### config.mk
export PLATFORM = sky130hd
export DESIGN_NAME = ring_stage
export DESIGN_NICKNAME = d
export VERILOG_FILES = /design/src/rtl/ring_pkg.sv /design/src/rtl/ring_slot.sv /design/src/rtl/ring_steer.sv /design/src/rtl/ring_stage.sv
export SDC_FILE = /design/constraint.sdc
export NUM_CORES = 1
export LEC_CHECK = 0
export BUFFER_PORTS_ARGS = -buffer_cell sky130_fd_sc_hd__buf_2
export CAP_MARGIN = 10
export CORE_MARGIN = 2
export CORE_UTILIZATION = 44
export DETAILED_ROUTE_END_ITERATION = 8
export PLACE_DENSITY = 0.81
export SLEW_MARGIN = 20
export SYNTH_ARGS = -nofsm -noshare
export SYNTH_HDL_FRONTEND = slang
export SYNTH_HIERARCHICAL = 1
export SYNTH_SLANG_ARGS = --single-unit
export TNS_END_PERCENT = 100
### constraint.sdc
create_clock -name clk -period 1.9 [get_ports clk]
set_input_delay 0.38 -clock clk [delete_from_list [all_inputs] [get_ports clk]]
set_output_delay 0.38 -clock clk [all_outputs]
set_load 0.05 [all_outputs]
### src/rtl/ring_pkg.sv
package ring_pkg;
  localparam int PKT_W   = 80;
  localparam int ADDR_W  = 16;
  localparam int DST_LSB = 0;

  typedef logic [PKT_W-1:0]  pkt_t;
  typedef logic [ADDR_W-1:0] addr_t;

  function automatic addr_t dst_of(input pkt_t p);
    return p[DST_LSB +: ADDR_W];
  endfunction
endpackage

### src/rtl/ring_slot.sv
module ring_slot #(
  parameter int W = 8
) (
  input  logic         clk,
  input  logic         rst_n,
  input  logic         in_valid,
  output logic         in_ready,
  input  logic [W-1:0] in_data,
  output logic         out_valid,
  input  logic         out_ready,
  output logic [W-1:0] out_data
);
  logic         vld_q, vld_d;
  logic         load;
  logic [W-1:0] data_q;

  always_comb begin
    in_ready = !vld_q || out_ready;
    load     = in_valid && in_ready;
    if (load)           vld_d = 1'b1;
    else if (out_ready) vld_d = 1'b0;
    else                vld_d = vld_q;
  end

  always_ff @(posedge clk or negedge rst_n) begin
    if (!rst_n) vld_q <= 1'b0;
    else        vld_q <= vld_d;
  end

  always_ff @(posedge clk) begin
    if (load) data_q <= in_data;
  end

  assign out_valid = vld_q;
  assign out_data  = data_q;

  // reset leaves the step empty
  p_reset_empty_r2: assert property (@(posedge clk) !rst_n |-> !out_valid);

  // a stalled packet stays put
  p_hold_stable_r7: assert property (@(posedge clk) disable iff (!rst_n)
    out_valid && !out_ready |=> out_valid && $stable(out_data));
endmodule

### src/rtl/ring_steer.sv
module ring_steer
  import ring_pkg::*;
(
  input  logic fwd_valid,
  output logic fwd_ready,
  input  logic fwd_local,
  input  pkt_t fwd_pkt,
  output logic loc_valid,
  input  logic loc_ready,
  input  logic inj_valid,
  output logic inj_ready,
  input  pkt_t inj_pkt,
  output logic arb_valid,
  input  logic arb_ready,
  output pkt_t arb_pkt
);
  logic pass_req;

  always_comb begin
    pass_req  = fwd_valid && !fwd_local;
    loc_valid = fwd_valid && fwd_local;
    fwd_ready = fwd_local ? loc_ready : arb_ready;
    // in-flight traffic first; injection only fills idle output slots
    arb_valid = pass_req || inj_valid;
    arb_pkt   = pass_req ? fwd_pkt : inj_pkt;
    inj_ready = arb_ready && !pass_req;
  end
endmodule

### src/rtl/ring_stage.sv
module ring_stage
  import ring_pkg::*;
#(
  parameter logic [15:0] NODE_ADDR = 16'h0003
) (
  input  logic        clk,
  input  logic        rst_n,
  input  logic        up_valid,
  output logic        up_ready,
  input  logic [79:0] up_pkt,
  output logic        dn_valid,
  input  logic        dn_ready,
  output logic [79:0] dn_pkt,
  input  logic        loc_in_valid,
  output logic        loc_in_ready,
  input  logic [79:0] loc_in_pkt,
  output logic        loc_out_valid,
  input  logic        loc_out_ready,
  output logic [79:0] loc_out_pkt
);
  localparam int FW = PKT_W + 1;

  logic          cap_v, cap_rdy;
  pkt_t          cap_pkt;
  logic          cap_local;
  logic          fwd_v, fwd_rdy;
  logic [FW-1:0] fwd_word;
  logic          fwd_local;
  pkt_t          fwd_pkt;
  logic          arb_v, arb_rdy;
  pkt_t          arb_pkt;

  // step 1: capture
  ring_slot #(.W(PKT_W)) u_cap (
    .clk(clk), .rst_n(rst_n),
    .in_valid(up_valid), .in_ready(up_ready), .in_data(up_pkt),
    .out_valid(cap_v), .out_ready(cap_rdy), .out_data(cap_pkt)
  );

  assign cap_local = (dst_of(cap_pkt) == NODE_ADDR);

  // step 2: forward decision, carries the route bit
  ring_slot #(.W(FW)) u_fwd (
    .clk(clk), .rst_n(rst_n),
    .in_valid(cap_v), .in_ready(cap_rdy), .in_data({cap_local, cap_pkt}),
    .out_valid(fwd_v), .out_ready(fwd_rdy), .out_data(fwd_word)
  );

  assign fwd_local = fwd_word[FW-1];
  assign fwd_pkt   = fwd_word[PKT_W-1:0];

  ring_steer u_steer (
    .fwd_valid(fwd_v), .fwd_ready(fwd_rdy), .fwd_local(fwd_local), .fwd_pkt(fwd_pkt),
    .loc_valid(loc_out_valid), .loc_ready(loc_out_ready),
    .inj_valid(loc_in_valid), .inj_ready(loc_in_ready), .inj_pkt(loc_in_pkt),
    .arb_valid(arb_v), .arb_ready(arb_rdy), .arb_pkt(arb_pkt)
  );

  assign loc_out_pkt = fwd_pkt;

  // step 3: ring output
  ring_slot #(.W(PKT_W)) u_out (
    .clk(clk), .rst_n(rst_n),
    .in_valid(arb_v), .in_ready(arb_rdy), .in_data(arb_pkt),
    .out_valid(dn_valid), .out_ready(dn_ready), .out_data(dn_pkt)
  );

  // only packets for this node reach the local element
  p_local_dest_r3: assert property (@(posedge clk) disable iff (!rst_n)
    loc_out_valid |-> dst_of(loc_out_pkt) == NODE_ADDR);

  // an accepted injection is on the ring one edge later
  p_inject_next_r5: assert property (@(posedge clk) disable iff (!rst_n)
    loc_in_valid && loc_in_ready |=> dn_valid && dn_pkt == $past(loc_in_pkt));

  // a pass-through packet with room ahead takes the output step
  p_pass_wins_r6: assert property (@(posedge clk) disable iff (!rst_n)
    fwd_v && !fwd_local && arb_rdy |=> dn_valid && dn_pkt == $past(fwd_pkt));
endmodule

==> impl_metrics.json <==
{
  "status": "complete, but fails checks",
  "violations": "setup timing",
  "r2r_start": "u_fwd/out_valid",
  "drt-total-wl_mm": 17.4,
  "die_h_microns": 146,
  "power_w": 0.0142,
  "grt_setup_unrepaired": "yes",
  "clock.fmax_ghz": 0.486,
  "critPathCaptureType": "output port",
  "grt-ovfl-total": 0,
  "cts.reportedPaths.clkPinSlew_ns": 0.06,
  "hold_path_class": "input port to flip-flop",
  "worst_pin_slew_ns": 0.407,
  "setup_slack_ns": -0.156,
  "grt_pass1_wl_mm": 25.8,
  "fin_crit_ns": 2.06,
  "setup_violations": 1,
  "setup_tns_ns": -0.156,
  "cts_tree": "yes",
  "drv_slew": 0,
  "via_per_inst": 4.63,
  "start_util_pct": 45.2,
  "arrival_ns": 1.68,
  "first_iter_violations": 183,
  "wl_per_cell_microns": 17.4,
  "dp.final_hpwl_mm": 12.9,
  "cp_data_required_time_ns": 1.52,
  "hp-start": "up_pkt[55]",
  "synth_seq_area_share_pct": 82.6,
  "p_leak_nw": 4.86,
  "finalCritPeriodShare_pct": 108,
  "die_w_microns": 146,
  "rows": 51,
  "grt_pass1_vias": 4801,
  "clock_skew_ns": 0.0178,
  "synth_cells": 352,
  "clockBufferDepth": 3,
  "instances_no_fill": 996,
  "synth_warnings": 6,
  "power_frac_seq_pct": 48.5,
  "synth_area_sq_um": 8850,
  "grt_max_degree": 51,
  "power_frac_clock_pct": 30.0,
  "relSlewSlack_pct": 72.5,
  "p_int_w": 0.0100,
  "cts-htree-levels": 1,
  "drt.antenna.violating_nets": 0,
  "layout.nets": 881,
  "syn2layout_area_growth_pct": 31.1,
  "swShare_pct": 29.4,
  "ir_drop_mv": 0.984,
  "die_area_sq_um": 21300,
  "finalHoldViolations": 0,
  "clock_sinks": 244,
  "vias": 4609,
  "power.density_nw_per_um2": 1220,
  "setup.worst_path.class": "flip-flop to output port",
  "cp-startpoint": "u_fwd/out_data[80]",
  "cap_violations": 0,
  "gp_congestion": 0.802,
  "ys_seq_elements": 244,
  "critical_path.startpoint_type": "flip-flop",
  "antenna_found_initial": 2,
  "cts_made_buffers": 25,
  "drive_gt1_share_pct": 63.7,
  "place_inst": 950,
  "syn-num-nets": 518,
  "diodes": 0,
  "combPwrFrac_pct": 21.5,
  "ys_types": 13,
  "first_pass_iters": 4,
  "insertion_delay_ns": 0.51,
  "syn_area_per_cell_sq_um": 25.2,
  "switchingPower_w": 0.00417,
  "clockRootBuffer": "clkbuf_16",
  "core_sq_um": 19600,
  "worstPathMaxFanout": 3,
  "post-route-drc-count": 0,
  "io_pins": 330,
  "grt_usage_pct": 15.6,
  "numPortBuffers": 329,
  "final_core_util_pct": 59.3
}
## cells by family (layout without fill, tap and decap cells)
kind of cell / Yosys count / count (layout) / share of synthesized area [%]
buf+inv: 9 / 388 / 2.03
flops: 244 / 244 / 82.6
mux: 81 / 81 / 13.6
simple gates: 18 / 18 / 1.78
## path summary, 6_finish.rpt
kind | end | slack [ns] | depth (start not counted)
min in group asynchronous | u_cap/out_valid | 0.20 | 2
max in group asynchronous | u_out/out_valid | 1.57 | 2
worst max-delay path | up_ready | -0.16 | 4
worst max register to register | u_out/out_data[69] | 0.17 | 4
worst min register to register | u_fwd/out_data[62] | 0.41 | 0
worst min-delay path | u_cap/out_data[55] | 0.04 | 1
## placed cells by master (no fill, tap or decap)
master	synthesis	final
clkbuf_1	0	3
nor4bb_1	1	1
nand2b_1	4	3
edfxtp_1	241	241
and2_2	1	1
dfrtp_2	0	1
nand2b_4	4	5
and2_4	3	3
and4_1	1	1
buf_4	0	7
clkinv_2	0	4
mux2_2	3	2
buf_12	9	8
buf_8	0	1
mux2_4	78	79
and2_1	1	1
clkinv_1	0	9
inv_8	0	1
nor4_1	3	3
dfrtp_1	3	2
buf_2	0	328
inv_6	0	1
dlygate4sd3_1	0	1
clkbuf_16	0	25
## synth_stat cells (all sizes together)
library cell,n,area [sq um]
and4,1,8.76
mux2,81,1200
buf,9,180
nor4,3,18.8
and2,5,40.1
dfrtp,3,75.1
nor4bb,1,10.0
nand2b,8,80.1
edfxtp,241,7240
## critical path, cell delays in order, from the launching register on
cell and delay (ns):
edfxtp_1 0.42, mux2_4 0.31, nand2b_4 0.14, nand2b_4 0.15, buf_8 0.15
## per-stage QoR
| step | setup slack [ns] | instance area (sq um) | hold slack, ns |
|---|---|---|---|
| 3_5_place_dp | 0.0850 | 10900 | 0.185 |
| 4_1_cts | -0.169 | 11600 | 0.0143 |
| 5_1_grt | -0.218 | 11600 | 0.0101 |
| 2_1_floorplan | -0.261 | 8870 | 0.0844 |
| 3_3_place_gp | 0.0981 | 10900 | 0.187 |
| 6_report | -0.156 | 11600 | 0.0439 |
## power by group through the flow
stage          Sequential (W)  Clock [W]  Combinational [W]
2_1_floorplan         0.00837          0           0.000910
3_3_place_gp          0.00698          0            0.00300
3_5_place_dp          0.00699          0            0.00305
4_1_cts               0.00689    0.00437            0.00307
5_1_grt               0.00693    0.00459            0.00316
6_report              0.00688    0.00425            0.00304
## final cells by class
cell class	instances	area, sq um
fill	1453	7980
sequential	244	7310
timing repair buffer	345	1880
multi-input combinational	99	1370
clock buffer	28	637
tap	265	332
clock inverter	15	73.8
## state kept, by name (all words and copies together) (netlist names)
signal and cells:
u_cap/out_data 80, u_cap/out_valid 1, u_fwd/out_data 81, u_fwd/out_valid 1, u_out/out_data 80, u_out/out_valid 1
## per-layer routing
layer | up-vias | track usage (%) | routed length (microns)
met4 | 4 | 5.00 | 497
met5 | - | 0 | 27
met1 | 2227 | 17.5 | 6310
met3 | 40 | 4.98 | 1370
met2 | 209 | 28.2 | 9160
li1 | 2129 | - | -
## repair_timing
action	in CTS	in global routing
gates cloned	0	0
gates resized for setup	3	0
hold buffers	1	0
endpoints found under the hold margin	3	0
setup buffers	2	0
pin swaps	0	0
setup endpoints to repair	2	1
No activity file was read; power rests on OpenSTA's default activity.
